`src/rtl/pic_cw_pkg.sv`:
```
// Shared types for the command word sequencer.
// Assumes an eight-level controller with byte-wide command words.
package pic_cw_pkg;
    typedef enum logic [2:0] {
        ST_IDLE,   // never set up
        ST_W2,     // waiting for vector base word
        ST_W3,     // waiting for cascade word
        ST_W4,     // waiting for options word
        ST_RUN     // setup complete
    } seq_state_e;

    typedef enum logic [2:0] {
        WK_NONE,
        WK_INIT1,  // start word
        WK_ADDR1,  // high-address write
        WK_OP2,    // end-of-interrupt / rotation word
        WK_OP3     // read / poll / special mask word
    } wr_kind_e;
endpackage

```
`src/rtl/cw_decode.sv`:
```
// Classifies the current bus cycle as one kind of write.
// Assumes one-cycle synchronous write strobes; no state is kept here.
module cw_decode
    import pic_cw_pkg::*;
#(
    parameter int unsigned DW = 8
) (
    input  logic          cs_n,
    input  logic          wr_n,
    input  logic          a0,
    input  logic [DW-1:0] din,
    output wr_kind_e      wkind
);
    // Purpose: map select, address and marker bits to a write kind.
    always_comb begin
        wkind = WK_NONE;
        if (!cs_n && !wr_n) begin
            if (a0)          wkind = WK_ADDR1;
            else if (din[4]) wkind = WK_INIT1;
            else if (din[3]) wkind = WK_OP3;
            else             wkind = WK_OP2;
        end
    end
endmodule

```
`src/rtl/cw_seq.sv`:
```
// Setup sequence state machine and mode configuration registers.
// Assumes at most one classified write per cycle from cw_decode.
module cw_seq
    import pic_cw_pkg::*;
#(
    parameter int unsigned DW = 8
) (
    input  logic          clk,
    input  logic          rst_n,
    input  wr_kind_e      wkind,
    input  logic [DW-1:0] din,
    output logic          ready,
    output logic          init_clr,
    output logic          ltim,
    output logic          adi,
    output logic          sngl,
    output logic          ic4,
    output logic [DW-4:0] vec_base,
    output logic [DW-1:0] cas_map,
    output logic          sfnm,
    output logic          buf_mode,
    output logic          master,
    output logic          aeoi,
    output logic          upm,
    output logic          smm,
    output logic          rd_isr,
    output logic [DW-1:0] imr,
    output logic          op2_stb,
    output logic [2:0]    op2_cmd,
    output logic [2:0]    op2_lvl,
    output logic          poll_stb
);
    localparam logic [DW-1:0] SLAVE_DEFAULT = DW'(7);

    seq_state_e state;

    assign ready = (state == ST_RUN);

    // Purpose: advance the setup sequence and update configuration.
    always_ff @(posedge clk) begin
        if (!rst_n) begin
            state    <= ST_IDLE;
            init_clr <= 1'b0;
            ltim     <= 1'b0;
            adi      <= 1'b0;
            sngl     <= 1'b0;
            ic4      <= 1'b0;
            vec_base <= '0;
            cas_map  <= '0;
            sfnm     <= 1'b0;
            buf_mode <= 1'b0;
            master   <= 1'b0;
            aeoi     <= 1'b0;
            upm      <= 1'b0;
            smm      <= 1'b0;
            rd_isr   <= 1'b0;
            imr      <= '0;
            op2_stb  <= 1'b0;
            op2_cmd  <= '0;
            op2_lvl  <= '0;
            poll_stb <= 1'b0;
        end else begin
            init_clr <= 1'b0;
            op2_stb  <= 1'b0;
            poll_stb <= 1'b0;
            if (wkind == WK_INIT1) begin
                state    <= ST_W2;
                init_clr <= 1'b1;
                ltim     <= din[3];
                adi      <= din[2];
                sngl     <= din[1];
                ic4      <= din[0];
                imr      <= '0;
                cas_map  <= SLAVE_DEFAULT;
                smm      <= 1'b0;
                rd_isr   <= 1'b0;
                if (!din[0]) begin
                    sfnm     <= 1'b0;
                    buf_mode <= 1'b0;
                    master   <= 1'b0;
                    aeoi     <= 1'b0;
                    upm      <= 1'b0;
                end
            end else if (wkind == WK_ADDR1) begin
                case (state)
                    ST_W2: begin
                        vec_base <= din[DW-1:3];
                        if (!sngl)    state <= ST_W3;
                        else if (ic4) state <= ST_W4;
                        else          state <= ST_RUN;
                    end
                    ST_W3: begin
                        cas_map <= din;
                        state   <= ic4 ? ST_W4 : ST_RUN;
                    end
                    ST_W4: begin
                        sfnm     <= din[4];
                        buf_mode <= din[3];
                        master   <= din[2] & din[3];
                        aeoi     <= din[1];
                        upm      <= din[0];
                        state    <= ST_RUN;
                    end
                    ST_RUN:  imr <= din;
                    default: ;
                endcase
            end else if (wkind == WK_OP2 && state == ST_RUN) begin
                op2_stb <= 1'b1;
                op2_cmd <= din[7:5];
                op2_lvl <= din[2:0];
            end else if (wkind == WK_OP3 && state == ST_RUN) begin
                if (din[6]) smm    <= din[5];
                if (din[1]) rd_isr <= din[0];
                poll_stb <= din[2];
            end
        end
    end

    // a start word always lands in the vector-base step
    a_r2_restart: assert property (@(posedge clk) disable iff (!rst_n)
        wkind == WK_INIT1 |=> state == ST_W2 && init_clr);

    // start word side effects
    a_r3_defaults: assert property (@(posedge clk) disable iff (!rst_n)
        wkind == WK_INIT1 |=> imr == '0 && !smm && !rd_isr && cas_map == SLAVE_DEFAULT);

    // single device without options word is ready after the vector base
    a_r5_short_seq: assert property (@(posedge clk) disable iff (!rst_n)
        state == ST_W2 && wkind == WK_ADDR1 && sngl && !ic4 |=> ready);

    // mask moves only on a mask write or a start word
    a_r7_imr_hold: assert property (@(posedge clk) disable iff (!rst_n)
        !(wkind == WK_ADDR1 && state == ST_RUN) && wkind != WK_INIT1 |=> $stable(imr));

    // command words before setup completes raise no strobe
    a_r12_early_cmd: assert property (@(posedge clk) disable iff (!rst_n)
        (wkind == WK_OP2 || wkind == WK_OP3) && state != ST_RUN |=> !op2_stb && !poll_stb);

    // at most one command pulse per cycle
    a_r9_one_pulse: assert property (@(posedge clk) disable iff (!rst_n)
        $onehot0({op2_stb, poll_stb, init_clr}));
endmodule

```
`src/rtl/cw_status.sv`:
```
// Status read multiplexer for mask, request and in-service vectors.
// Assumes read strobes are synchronous and never overlap writes.
module cw_status #(
    parameter int unsigned DW = 8
) (
    input  logic          clk,
    input  logic          rst_n,
    input  logic          cs_n,
    input  logic          rd_n,
    input  logic          a0,
    input  logic          rd_isr,
    input  logic [DW-1:0] imr,
    input  logic [DW-1:0] irr_in,
    input  logic [DW-1:0] isr_in,
    output logic [DW-1:0] dout
);
    // Purpose: drive the selected register only during a selected read.
    always_comb begin
        dout = '0;
        if (!cs_n && !rd_n) begin
            if (a0)          dout = imr;
            else if (rd_isr) dout = isr_in;
            else             dout = irr_in;
        end
    end

    // a mask read reflects the mask register
    a_r10_mask_read: assert property (@(posedge clk) disable iff (!rst_n)
        !cs_n && !rd_n && a0 |-> dout == imr);
endmodule

```
`src/rtl/cw_init_seq.sv`:
```
// Top of the command word sequencer: decode, sequence, status read.
// Assumes one-cycle synchronous bus strobes on clk.
module cw_init_seq
    import pic_cw_pkg::*;
#(
    parameter int unsigned DW = 8
) (
    input  logic          clk,
    input  logic          rst_n,
    input  logic          cs_n,
    input  logic          rd_n,
    input  logic          wr_n,
    input  logic          a0,
    input  logic [DW-1:0] din,
    input  logic [DW-1:0] irr_in,
    input  logic [DW-1:0] isr_in,
    output logic [DW-1:0] dout,
    output logic          ready,
    output logic          init_clr,
    output logic          ltim,
    output logic          adi,
    output logic          sngl,
    output logic          ic4,
    output logic [DW-4:0] vec_base,
    output logic [DW-1:0] cas_map,
    output logic          sfnm,
    output logic          buf_mode,
    output logic          master,
    output logic          aeoi,
    output logic          upm,
    output logic          smm,
    output logic [DW-1:0] imr,
    output logic          op2_stb,
    output logic [2:0]    op2_cmd,
    output logic [2:0]    op2_lvl,
    output logic          poll_stb
);
    wr_kind_e wkind;
    logic     rd_isr;

    cw_decode #(.DW(DW)) u_dec (
        .cs_n(cs_n), .wr_n(wr_n), .a0(a0), .din(din), .wkind(wkind)
    );

    cw_seq #(.DW(DW)) u_seq (
        .clk(clk), .rst_n(rst_n), .wkind(wkind), .din(din),
        .ready(ready), .init_clr(init_clr), .ltim(ltim), .adi(adi),
        .sngl(sngl), .ic4(ic4), .vec_base(vec_base), .cas_map(cas_map),
        .sfnm(sfnm), .buf_mode(buf_mode), .master(master), .aeoi(aeoi),
        .upm(upm), .smm(smm), .rd_isr(rd_isr), .imr(imr),
        .op2_stb(op2_stb), .op2_cmd(op2_cmd), .op2_lvl(op2_lvl),
        .poll_stb(poll_stb)
    );

    cw_status #(.DW(DW)) u_sts (
        .clk(clk), .rst_n(rst_n), .cs_n(cs_n), .rd_n(rd_n), .a0(a0),
        .rd_isr(rd_isr), .imr(imr), .irr_in(irr_in), .isr_in(isr_in),
        .dout(dout)
    );

    // an unselected write leaves the mask alone
    a_r11_unselected: assert property (@(posedge clk) disable iff (!rst_n)
        cs_n |=> $stable(imr) && !init_clr);
endmodule

```
`config.mk`:
```
export PLATFORM = sky130hd
export DESIGN_NAME = cw_init_seq
export DESIGN_NICKNAME = d
export VERILOG_FILES = /design/src/rtl/pic_cw_pkg.sv /design/src/rtl/cw_decode.sv /design/src/rtl/cw_seq.sv /design/src/rtl/cw_status.sv /design/src/rtl/cw_init_seq.sv
export SDC_FILE = /design/constraint.sdc
export NUM_CORES = 1
export LEC_CHECK = 0
export BUFFER_PORTS_ARGS = -buffer_cell sky130_fd_sc_hd__buf_2
export CAP_MARGIN = 30
export CELL_PAD_IN_SITES_DETAIL_PLACEMENT = 1
export CELL_PAD_IN_SITES_GLOBAL_PLACEMENT = 2
export CORE_MARGIN = 1
export CORE_UTILIZATION = 28
export CTS_CLUSTER_SIZE = 8
export DETAILED_ROUTE_END_ITERATION = 7
export PLACE_DENSITY = 0.86
export SLEW_MARGIN = 20
export SYNTH_ARGS = -nofsm -noshare
export SYNTH_HDL_FRONTEND = slang
export SYNTH_SLANG_ARGS = --single-unit
```
`constraint.sdc`:
```
create_clock -name clk -period 2.03 [get_ports clk]
set_clock_uncertainty 0.15 [all_clocks]
set_input_delay 0 -clock clk [delete_from_list [all_inputs] [get_ports clk]]
set_output_delay 0 -clock clk [all_outputs]
set_load 0.05 [all_outputs]
```
# --- After elaboration in Yosys (flattened, before gate mapping) ---
# Index checks and enable logic that the tools add are counted.
word_totals:
  out_inout_bits: 49
  wordCells: 95
  regBits: 44
  inputBits: 30
classes:
  bitwise: 6
  eq_ne: 9
  n_mux: 33
  reduce_logical: 25
op_table:
  columns: ["op", "n"]
  rows:
  - ["two-way mux 3 bit", 9]
  - ["two-way mux 8 bit", 3]
  - ["two-way mux 1 bit", 20]
  - ["equality test 3 x 2 -> 1 bit (second input constant)", 4]
  - ["AND reduction 2 bit", 5]
  - ["case mux 3 bit (3 select lines)", 1]
  - ["AND reduction 3 bit", 3]
  - ["AND reduction 4 bit", 2]
  - ["equality test 3 x 1 -> 1 bit (second input constant)", 2]
  - ["equality test 3 bit (second input constant)", 2]
  - ["nonzero test 2 bit", 3]
  - ["inverter 1 bit", 5]
  - ["OR reduction 5 bit", 1]
  - ["logical AND 1 bit", 4]
  - ["nonzero test 4 bit", 1]
  - ["logical NOT 1 bit", 3]
  - ["nonzero test 3 bit", 1]
  - ["OR reduction 3 bit", 1]
  - ["inequality test 2 bit (second input constant)", 1]
  - ["OR reduction 2 bit", 1]
  - ["bitwise AND 1 bit", 1]

# --- Longest topological paths before layout ---
# Gate-level depths: netlist of run 1.
depth:
  depth_word: 8
  ltp_mapped: 5
  mapped_depth_nobuf: 3

# --- By module ---
# Synthesis of run 1 repeated with hierarchy kept, for this count alone.
hier_totals:
  cells_unflattened: 250
  hier_area_um2: 2219.6
by_module_without_submodules:
  columns: ["mod", "seq_area_each_um2", "cells_per_inst", "instances", "area_each_um2"]
  rows:
  - ["cw_seq", 880.8, 217, 1, 1889.3]
  - ["cw_status", 0.0, 27, 1, 280.3]
  - ["cw_decode", 0.0, 6, 1, 50.0]

# --- Worst setup path before layout of run 1 ---
# No wires, ideal clock.
synth_timing:
  kind: "reg-to-output"
  from: "register u_seq.rd_isr"
  to: "output dout[3]"
  required_time_ns: 1.880
  path_slack_ns: 0.368
  path_buffers: 1
  arrival_time_ns: 1.512
  stages_incl_launch_ff: 5
  cell_sequence: "dfxtp_1 clkbuf_1 mux2_2 mux2i_1 nor2_1"
synth_between:
  elab_chain_len: 3
synth_rtl:
  columns: ["item", "line", "rtl"]
  rows:
  - ["start: declaration", "cw_seq.sv:26", "output logic rd_isr,"]
  - ["start signal: assignment", "cw_seq.sv:113", "if (din[1]) rd_isr <= din[0];"]
  - ["two-way mux 8 bit", "cw_status.sv:22", "else if (rd_isr) dout = isr_in;"]
  - ["two-way mux 8 bit", "cw_status.sv:21", "if (a0) dout = imr;"]
  - ["two-way mux 8 bit", "cw_status.sv:20", "if (!cs_n && !rd_n) begin"]
  - ["end: declaration", "cw_init_seq.sv:17", "output logic [DW-1:0] dout,"]
# Every way passes these cells.

# --- Worst setup path in the final report of run 1 ---
layout_timing:
  from: "input din[4]"
  to: "register u_seq.smm"
layout_between:
  elab_chain_len: 7
  elab_cells_between_ends: 13
  cone_classes: "eq/ne (4); mux (3); bitwise (2); reduce/logical (4)"
layout_rtl:
  columns: ["item", "line", "rtl"]
  rows:
  - ["start: declaration", "cw_init_seq.sv:14", "input logic [DW-1:0] din,"]
  - ["two-way mux 3 bit *", "cw_decode.sv:19", "else if (din[4]) wkind = WK_INIT1;"]
  - ["two-way mux 3 bit *", "cw_decode.sv:18", "if (a0) wkind = WK_ADDR1;"]
  - ["two-way mux 3 bit *", "cw_decode.sv:17", "if (!cs_n && !wr_n) begin"]
  - ["equality test 3 x 2 -> 1 bit", "cw_seq.sv:107", "end else if (wkind == WK_OP2 && state == ST_RUN) begin"]
  - ["logical AND 1 bit", "cw_seq.sv:107", null]
  - ["inverter 1 bit (no line)", null, null]
  - ["AND reduction 4 bit (no line)", null, null]
  - ["end signal: assignment", "cw_seq.sv:112", "if (din[6]) smm <= din[5];"]
  - ["end: declaration", "cw_seq.sv:25", "output logic smm,"]
# Every way passes the cells marked *; elsewhere a longest branch is shown, timed or not.
# A chain may end at the register's enable or synchronous reset.

==> impl_metrics.tcl, run 1 <==
set metrics [dict create \
    status "completed" \
    worst_pin_slew_ns 0.544 \
    ys_ff_latch 44 \
    r2r-end "u_seq.op2_cmd[0]" \
    cts_buffer_depth 2 \
    nFillCells 890 \
    utilization_pct 39.0 \
    hold_start "a0" \
    final_common_cell "buf_2" \
    finalHoldViolCount 0 \
    syn_nets 276 \
    setup_viol 0 \
    clkTransAtPathRegs_ns 0.08 \
    yosysWarnings 0 \
    globalplace.congestion 0.767 \
    antenna_found_initial 0 \
    synth_cell_type_count 43 \
    syn_area_mm2 0.00219 \
    cts_tree "built" \
    portBuffers 78 \
    report.final.slew_viol_count 0 \
    holdPathEnd "u_seq.state[2]" \
    drv_cap 0 \
    hpwl_um 4820 \
    clock-root-buffer "clkbuf_8" \
    regToRegStartpoint "u_seq.state[1]" \
    setup_ws_ns 0.0535 \
    hold_path.class "input pin to register" \
    drt_wl_total_um 6500 \
    r2r_cells 4 \
    synthFlopType "dfxtp_1" \
    drive_gt1_share_pct 34.8 \
    wl_per_cell_um 15.2 \
    grt_usage_pct 16.0 \
    die_h_um 90.4 \
    drtAntennaViolNets 0 \
    worstSetupPathType "input pin to register" \
    cts_sinks 44 \
    cellPowerDensity_mw_per_mm2 646 \
    postSynthAreaPerCell_um2 8.89 \
    area_growth_pct 32.1 \
    grt_first_pass_wirelength_um 10700 \
    crit_chain "dlygate4sd3_1 -> buf_2 -> or4b_4 -> nand3_1 -> dlygate4sd3_1 -> mux2i_1" \
    syn_inst 246 \
    nets 358 \
    crit_path_end_kind "register" \
    async_flop_share_pct 0 \
    grt_max_degree 19 \
    maxSlewHeadroom_pct 63.6 \
    crit_arrival_ns 2.01 \
    finalPower_w 0.00187 \
    critPathSlowestCell "or4b_4" \
    diodes 0 \
    h-tree-depth 2 \
    period_share_pct 97.4 \
    core_area_mm2 0.00741 \
    power_leakage_nw 1.27 \
    grt_pass1_vias 2134 \
    vias_per_cell 4.93 \
    row_count 31 \
    vias 2103 \
    grt_overflow 0 \
    first_iter_violations 158 \
    clkLatencyLatePin_ns 0.29 \
    synth-seq-area-share_pct 40.3 \
    cpPeakStageDelay_ns 0.55 \
    drt_first_pass_iters 4 \
    cts_buffers 5 \
    start_kind "input pin" \
    drc 0 \
    fmax_ghz 0.506 \
    setup_tns_ns 0 \
    rsz0062_at_grt "no" \
    layout_common_cells "buf_2, dfxtp_1, nand2_1" \
    whs_ns 0.0285 \
    holdPathStages 3 \
    cts_resized 0 \
    ir_worst_vdd_mv 0.261 \
    period_needed_ns 1.98 \
    dp_slack_ns 0.292 \
    die_area_mm2 0.00816 \
    cp_data_required_time_ns 2.07 \
    synth_edf_count 0 \
    r2r_setup_slack_ns 0.26 \
    path_max_fanout 8 \
    die_w_um 90.4 \
    boundaryPins 79 \
    path_common_cell "dlygate4sd3_1" \
    initial_utilization_pct 29.5 \
]
==> synth_stat cells (all sizes together) (3+ instances only) <==
library cell | count | area, um2
o21ai | 19 | 95.1
a21boi | 8 | 60.1
a31oi | 4 | 25.0
o22ai | 3 | 18.8
mux2 | 8 | 90.1
a21oi | 17 | 85.1
nand4 | 5 | 31.3
dfxtp | 44 | 881
buf | 13 | 78.8
nand2 | 33 | 134
nor4b | 4 | 77.6
nand2b | 4 | 25.0
nor2 | 13 | 48.8
mux2i | 22 | 220
nand3 | 19 | 95.1
clkbuf | 9 | 33.8
==> worst max path at each step <==
stage                     cells past startpoint            from            to  slack (ns)
final                                         6          din[4]     u_seq.smm        0.05
after global routing                          6          din[4]     u_seq.smm        0.02
after CTS                                     6          din[4]     u_seq.smm        0.02
after detailed placement                      3  u_seq.state[1]  u_seq.imr[2]        0.29
after global placement                        3  u_seq.state[1]  u_seq.imr[2]        0.35
after floorplan                               4    u_seq.rd_isr       dout[3]        0.37
==> cells by family (layout without fill, tap and decap cells) <==
logic type             after synthesis  count (layout)  synth area share (%)
and+or+nand+nor                     96              96                  26.0
AOI/OAI and AO/OA                   54              54                  14.3
DFF                                 44              44                  40.3
muxes                               30              30                  14.2
buffers and inverters               22             104                  5.15
==> flip-flops by register name (all words and copies together), names as in the netlist, 3 cells and up <==
signal / count
u_seq.cas_map: 8
u_seq.imr: 8
u_seq.op2_cmd: 3
u_seq.op2_lvl: 3
u_seq.state: 3
u_seq.vec_base: 5
==> power by group <==
group | switching, W | internal [W]
Sequential | 0.00000410 | 0.000868
Combinational | 0.000128 | 0.0000798
Clock | 0.000302 | 0.000485
Total | 0.000434 | 0.00143
==> critical path, delay by kind of cell <==
kind | cells | cell delay [ns]
buf+inv | 3 | 1.29
mux | 1 | 0.06
simple gates | 2 | 0.67
==> repair_timing <==
action                                 in CTS  in global routing
hold buffers                               11                  0
setup endpoints to repair                   0                  2
endpoints found under the hold margin      40                  0
setup buffers                               0                  2
==> routing by layer <==
layer | routed length (um) | GRT usage (%)
met5 | 0 | 0
met4 | 44 | 3.09
met3 | 403 | 4.55
met2 | 3020 | 27.0
met1 | 3030 | 20.3
==> area by class of cell <==
class | instances | area [um2] | share of cell area (%)
clock inverter | 2 | 60.1 | 2.08
sequential | 44 | 881 | 30.5
multi-input combinational | 180 | 1190 | 41.3
timing repair buffer | 97 | 561 | 19.4
clock buffer | 5 | 68.8 | 2.38
tap | 99 | 124 | 4.29
==> metrics by stage <==
stage	cell area, um2	std cells
6_report	2890	427
3_3_place_gp	2630	407
4_1_cts	2870	425
5_1_grt	2890	427
3_5_place_dp	2630	407
2_1_floorplan	2190	246
Note: power is estimated with default switching activity, not from simulation.
==> inputs of run 2 (changes only) <==
--- a/config.mk
+++ b/config.mk
@@ -14,6 +14,7 @@
 export CTS_CLUSTER_SIZE = 8
 export DETAILED_ROUTE_END_ITERATION = 7
 export PLACE_DENSITY = 0.86
+export REMOVE_ABC_BUFFERS = 1
 export SLEW_MARGIN = 20
 export SYNTH_ARGS = -nofsm -noshare
 export SYNTH_HDL_FRONTEND = slang
==> run 2 against run 1 <==
Die area unchanged. Maximum frequency up 6.4%. Setup slack better by 0.12 ns. Register-to-register slack about the same. Sequential share of layout area up 0.76 points. Clock-buffer cell count up 2. Hold slack better by 0.017 ns. Non-clock buffer count down 4. Critical path type is now register to primary output.
==> impl_metrics.tcl, run 2 (synthesis results as in run 1) <==
set metrics [dict create \
    die_h_um 90.4 \
    seq_area_um2 881 \
    cp_data_required_time_ns 1.88 \
    drtAntennaViolNets 0 \
    ir_worst_vdd_mv 0.260 \
    hold_start "wr_n" \
    wl_per_cell_um 14.9 \
    worstSetupPathType "register to primary output" \
    clkTransAtPathRegs_ns 0.09 \
    grt_usage_pct 15.5 \
    nFillCells 900 \
    multi_input_area_mm2 0.00119 \
    r2r_cells 4 \
    globalplace.congestion 0.753 \
    drc 0 \
    crit_arrival_ns 1.71 \
    cts_buffer_depth 2 \
    cts_tree "built" \
    critical_path_buf_inv_count 1 \
    cpPeakStageDelay_ns 0.61 \
    place_inst 407 \
    finalHoldViolCount 0 \
    status "completed" \
    start_kind "register" \
    regToRegStartpoint "u_seq.state[2]" \
    cts_buffers 5 \
    period_share_pct 91.5 \
    drt_wl_total_um 6300 \
    antenna_found_initial 0 \
    layout_common_cells "buf_2, dfxtp_1, nand2_1" \
    first_iter_violations 54 \
    instances_no_fill 424 \
    portBuffers 78 \
    diodes 0 \
    rsz0062_at_grt "no" \
    clkLatencyLatePin_ns 0.29 \
    cp_top_family "flip-flops" \
    vias_per_cell 4.86 \
    core_area_mm2 0.00741 \
    worst_pin_slew_ns 0.568 \
    drt_first_pass_iters 4 \
    critPathSlowestCell "dfxtp_1" \
    drive_gt1_share_pct 34.5 \
    grt_pass1_vias 2023 \
    grt_first_pass_wirelength_um 10100 \
    setup_tns_ns 0 \
    holdPathEnd "u_seq.state[2]" \
    hpwl_um 4650 \
    final_common_cell "buf_2" \
    power_leakage_nw 1.23 \
    die_w_um 90.4 \
    drv_cap 0 \
    initial_utilization_pct 29.5 \
    grt_overflow 0 \
    path_max_fanout 9 \
    crit_chain "mux2_2 -> mux2i_1 -> nor2_1 -> buf_2" \
    setup_viol 0 \
    cellPowerDensity_mw_per_mm2 587 \
    hold_path.class "input pin to register" \
    report.final.slew_viol_count 0 \
    boundaryPins 79 \
    grt_max_degree 22 \
    whs_ns 0.0459 \
    period_needed_ns 1.86 \
    die_area_mm2 0.00816 \
    maxSlewHeadroom_pct 62.0 \
    nets 354 \
    row_count 31 \
    utilization_pct 38.0 \
    cts_sinks 44 \
    finish.instance_area_mm2 0.00282 \
    place_area_mm2 0.00263 \
    r2r-end "u_seq.op2_lvl[0]" \
    postCtsSetupBuffers 0 \
    vias 2060 \
    reg_top3 "u_seq.cas_map: 8 flops, u_seq.imr: 8 flops, u_seq.vec_base: 5 flops" \
    crit_path_end_kind "primary output" \
    fmax_ghz 0.539 \
    clock-root-buffer "clkbuf_8" \
    h-tree-depth 2 \
    r2r_setup_slack_ns 0.27 \
    holdPathStages 4 \
    area_growth_pct 28.8 \
]
## run 2: timing repair
action,4_1_cts,5_1_grt
hold buffers,9,0
gates resized for setup,0,0
endpoints found under the hold margin,38,0
## run 2: worst max-delay path by stage
stage | to | depth (start not counted) | slack [ns] | from
after floorplan | u_seq.op2_cmd[0] | 3 | 0.32 | u_seq.state[0]
after global placement | u_seq.imr[2] | 3 | 0.34 | u_seq.state[1]
after detailed placement | u_seq.op2_lvl[0] | 4 | 0.29 | u_seq.state[2]
after CTS | dout[0] | 4 | 0.14 | u_seq.rd_isr
after global routing | dout[0] | 4 | 0.07 | u_seq.rd_isr
final | dout[0] | 4 | 0.17 | u_seq.rd_isr
## run 2: routing by layer
metal,global-route usage (%),up-vias,share of wire [%]
li1,-,1032,-
met4,3.23,0,0.48
met5,0,-,0
met3,3.79,2,4.2
met2,27.2,49,50
met1,19.2,977,45
## run 2: power by group
group          switching, W  leakage, nW  total (W)  internal, W
logic              0.000127        0.836   0.000204    0.0000768
clock network      0.000300       0.0445   0.000577     0.000277
registers        0.00000382        0.355   0.000871     0.000868
## run 2: tightest hold or removal path: stages
cell     delay, ns
buf_2         0.23
nor2_1        0.07
nand3_1       0.08
o21ai_1       0.06
## run 2: through the flow
stage | power, W | setup slack, ns
after floorplan | 0.000987 | 0.322
after global placement | 0.00108 | 0.336
after detailed placement | 0.00108 | 0.288
after CTS | 0.00167 | 0.143
after global routing | 0.00172 | 0.0681
final | 0.00165 | 0.173
## run 2: cell type report
cell class                      count  share of cell area (%)
Multi-Input combinational cell    180                    42.3
Sequential cell                    44                    31.3
Timing Repair Buffer               93                    18.7
Tap cell                           99                    4.40
Clock buffer                        7                    3.07
Clock inverter                      1                   0.267
==> inputs of run 3 (changes only) <==
--- a/config.mk
+++ b/config.mk
@@ -9,7 +9,7 @@
 export CAP_MARGIN = 30
 export CELL_PAD_IN_SITES_DETAIL_PLACEMENT = 1
 export CELL_PAD_IN_SITES_GLOBAL_PLACEMENT = 2
-export CORE_MARGIN = 1
+export CORE_MARGIN = 5
 export CORE_UTILIZATION = 28
 export CTS_CLUSTER_SIZE = 8
 export DETAILED_ROUTE_END_ITERATION = 7
==> run 3 against run 2 <==
Register-to-register slack lost 0.14 ns. Clock power grew 17%. Hold slack lost 0.018 ns. Core utilization shrank 0.42 points. Via count grew 2.7%. Die area grew 18%. Combinational power grew 2%. Non-clock buffer count grew 3.
==> impl_metrics.tcl, run 3 (synthesis results as in run 1) <==
set metrics [dict create \
    status "completed" \
    die_w_um 98.4 \
    place_area_mm2 0.00264 \
    cellPowerDensity_mw_per_mm2 610 \
    nets 357 \
    grt_overflow 0 \
    grt_pass1_vias 2207 \
    r2r_setup_slack_ns 0.13 \
    startpoint "u_seq.state[0]" \
    whs_ns 0.0275 \
    vias 2116 \
    drtAntennaViolNets 0 \
    sw_frac_of_total_pct 25.2 \
    comb_power_share_pct 11.9 \
    critPathSlowestCell "dlygate4sd3_1" \
    ir_worst_vdd_mv 0.313 \
    first_iter_violations 85 \
    globalplace.congestion 0.743 \
    finalHoldViolCount 0 \
    clkTransAtPathRegs_ns 0.09 \
    switching_power_w 0.000442 \
    fmax_ghz 0.525 \
    holdPathStages 4 \
    portBuffers 78 \
    final_common_cell "buf_2" \
    core_area_mm2 0.00765 \
    r2r_cells 4 \
    layout_common_cells "buf_2, dfxtp_1, nand2_1" \
    row_count 32 \
    worst_pin_slew_ns 0.546 \
    crit_path_end_kind "register" \
    grt_max_degree 23 \
    drive_gt1_share_pct 34.8 \
    reg_top3 "u_seq.cas_map: 8 flops, u_seq.imr: 8 flops, u_seq.vec_base: 5 flops" \
    power_leakage_nw 1.26 \
    postCtsSetupBuffers 0 \
    cts_buffer_depth 2 \
    initial_utilization_pct 28.6 \
    drt_first_pass_iters 4 \
    cp_data_required_time_ns 2.06 \
    path_max_fanout 6 \
    clock-root-buffer "clkbuf_8" \
    r2r-end "u_seq.smm" \
    wl_per_cell_um 16.6 \
    die_h_um 98.4 \
    grt_first_pass_wirelength_um 11400 \
    crit_arrival_ns 1.94 \
    power.internal_w 0.00131 \
    p_clk_share_pct 38.4 \
    boundaryPins 79 \
    diodes 0 \
    die_area_mm2 0.00967 \
    drc 0 \
    clkLatencyLatePin_ns 0.29 \
    cpPeakStageDelay_ns 0.56 \
    grt_usage_pct 14.3 \
    period_share_pct 93.8 \
    finish.instance_area_mm2 0.00288 \
    maxSlewHeadroom_pct 63.5 \
    nFillCells 939 \
    vias_per_cell 4.92 \
    setup_viol 0 \
    critPathCapture "u_seq.smm" \
    cts_tree "built" \
    regToRegStartpoint "u_seq.state[0]" \
    start_kind "register" \
    drv_cap 0 \
    drt_wl_total_um 7120 \
    hpwl_um 5020 \
    cts_sinks 44 \
    seqPwrFrac_pct 49.8 \
    period_needed_ns 1.90 \
    hold_path.class "input pin to register" \
    h-tree-depth 2 \
    area_growth_pct 31.5 \
    report.final.slew_viol_count 0 \
    cts_buffers 5 \
    rsz0062_at_grt "no" \
    setup_tns_ns 0 \
    antenna_found_initial 0 \
    worstSetupPathType "register to register" \
    crit_chain "nor4b_4 -> nand4_1 -> mux2i_1 -> dlygate4sd3_1" \
]
run 3: cell count changes in the layout (fill, tap and decap cells not counted), sizes merged:
cell and change:
dlygate4sd3 +3, bufinv +1, clkbuf -1, clkinv +1
clkinvlp -1
run 3: area by class of cell:
| cell class | instances | area, um2 | area share (%) |
|---|---|---|---|
| clock buffer | 6 | 72.6 | 2.52 |
| clock inverter | 2 | 35.0 | 1.22 |
| multi-input combinational | 180 | 1200 | 41.8 |
| sequential | 44 | 883 | 30.7 |
| tap | 102 | 128 | 4.44 |
| timing repair buffer | 96 | 556 | 19.3 |
run 3: timing repair:
action                     CTS  global route
hold buffers                12             0
hold endpoints to repair    40             0
setup endpoints to repair    0             2
resized for setup            0             3
run 3: how the worst min path moves through the flow:
stage	slack [ns]	startpoint	endpoint
2_1_floorplan	-0.03	rst_n	u_seq.init_clr
3_3_place_gp	0.18	din[7]	u_seq.vec_base[4]
3_5_place_dp	0.18	din[7]	u_seq.imr[7]
4_1_cts	0.008	din[4]	u_seq.rd_isr
5_1_grt	0.03	din[4]	u_seq.ic4
6_report	0.03	din[4]	u_seq.rd_isr
run 3: stage by stage:
step | worst slack [ns] | util [%] | std cells | total power, W
finish | 0.126 | 37.6 | 430 | 0.00175
global route | 0.0280 | 37.6 | 430 | 0.00183
global placement | 0.327 | 34.5 | 410 | 0.00108
floorplan | 0.322 | - | 224 | 0.000987
CTS | 0.0354 | 37.5 | 430 | 0.00177
detailed placement | 0.256 | 34.5 | 410 | 0.00108
run 3: critical path: cells and delay by family (launching register included):
family                 cells  cell delay [ns]
AND/OR/NAND/NOR            2             0.56
buffers and inverters      1             0.56
flip-flops                 1             0.38
multiplexers               1             0.14
run 3: layer usage:
layer | GRT usage, % | wire, um | vias up
met5 | 0 | 0 | -
met4 | 3.15 | 73 | 0
met3 | 3.00 | 342 | 7
met2 | 25.5 | 3580 | 49
met1 | 17.7 | 3130 | 1028
li1 | - | - | 1032
run 3: power groups by stage:
stage	Sequential [W]	Combinational [W]	Clock, W
CTS	0.000872	0.000209	0.000687
detailed placement	0.000893	0.000192	0
finish	0.000873	0.000208	0.000673
global route	0.000874	0.000225	0.000729
floorplan	0.000909	0.0000778	0
global placement	0.000893	0.000189	0
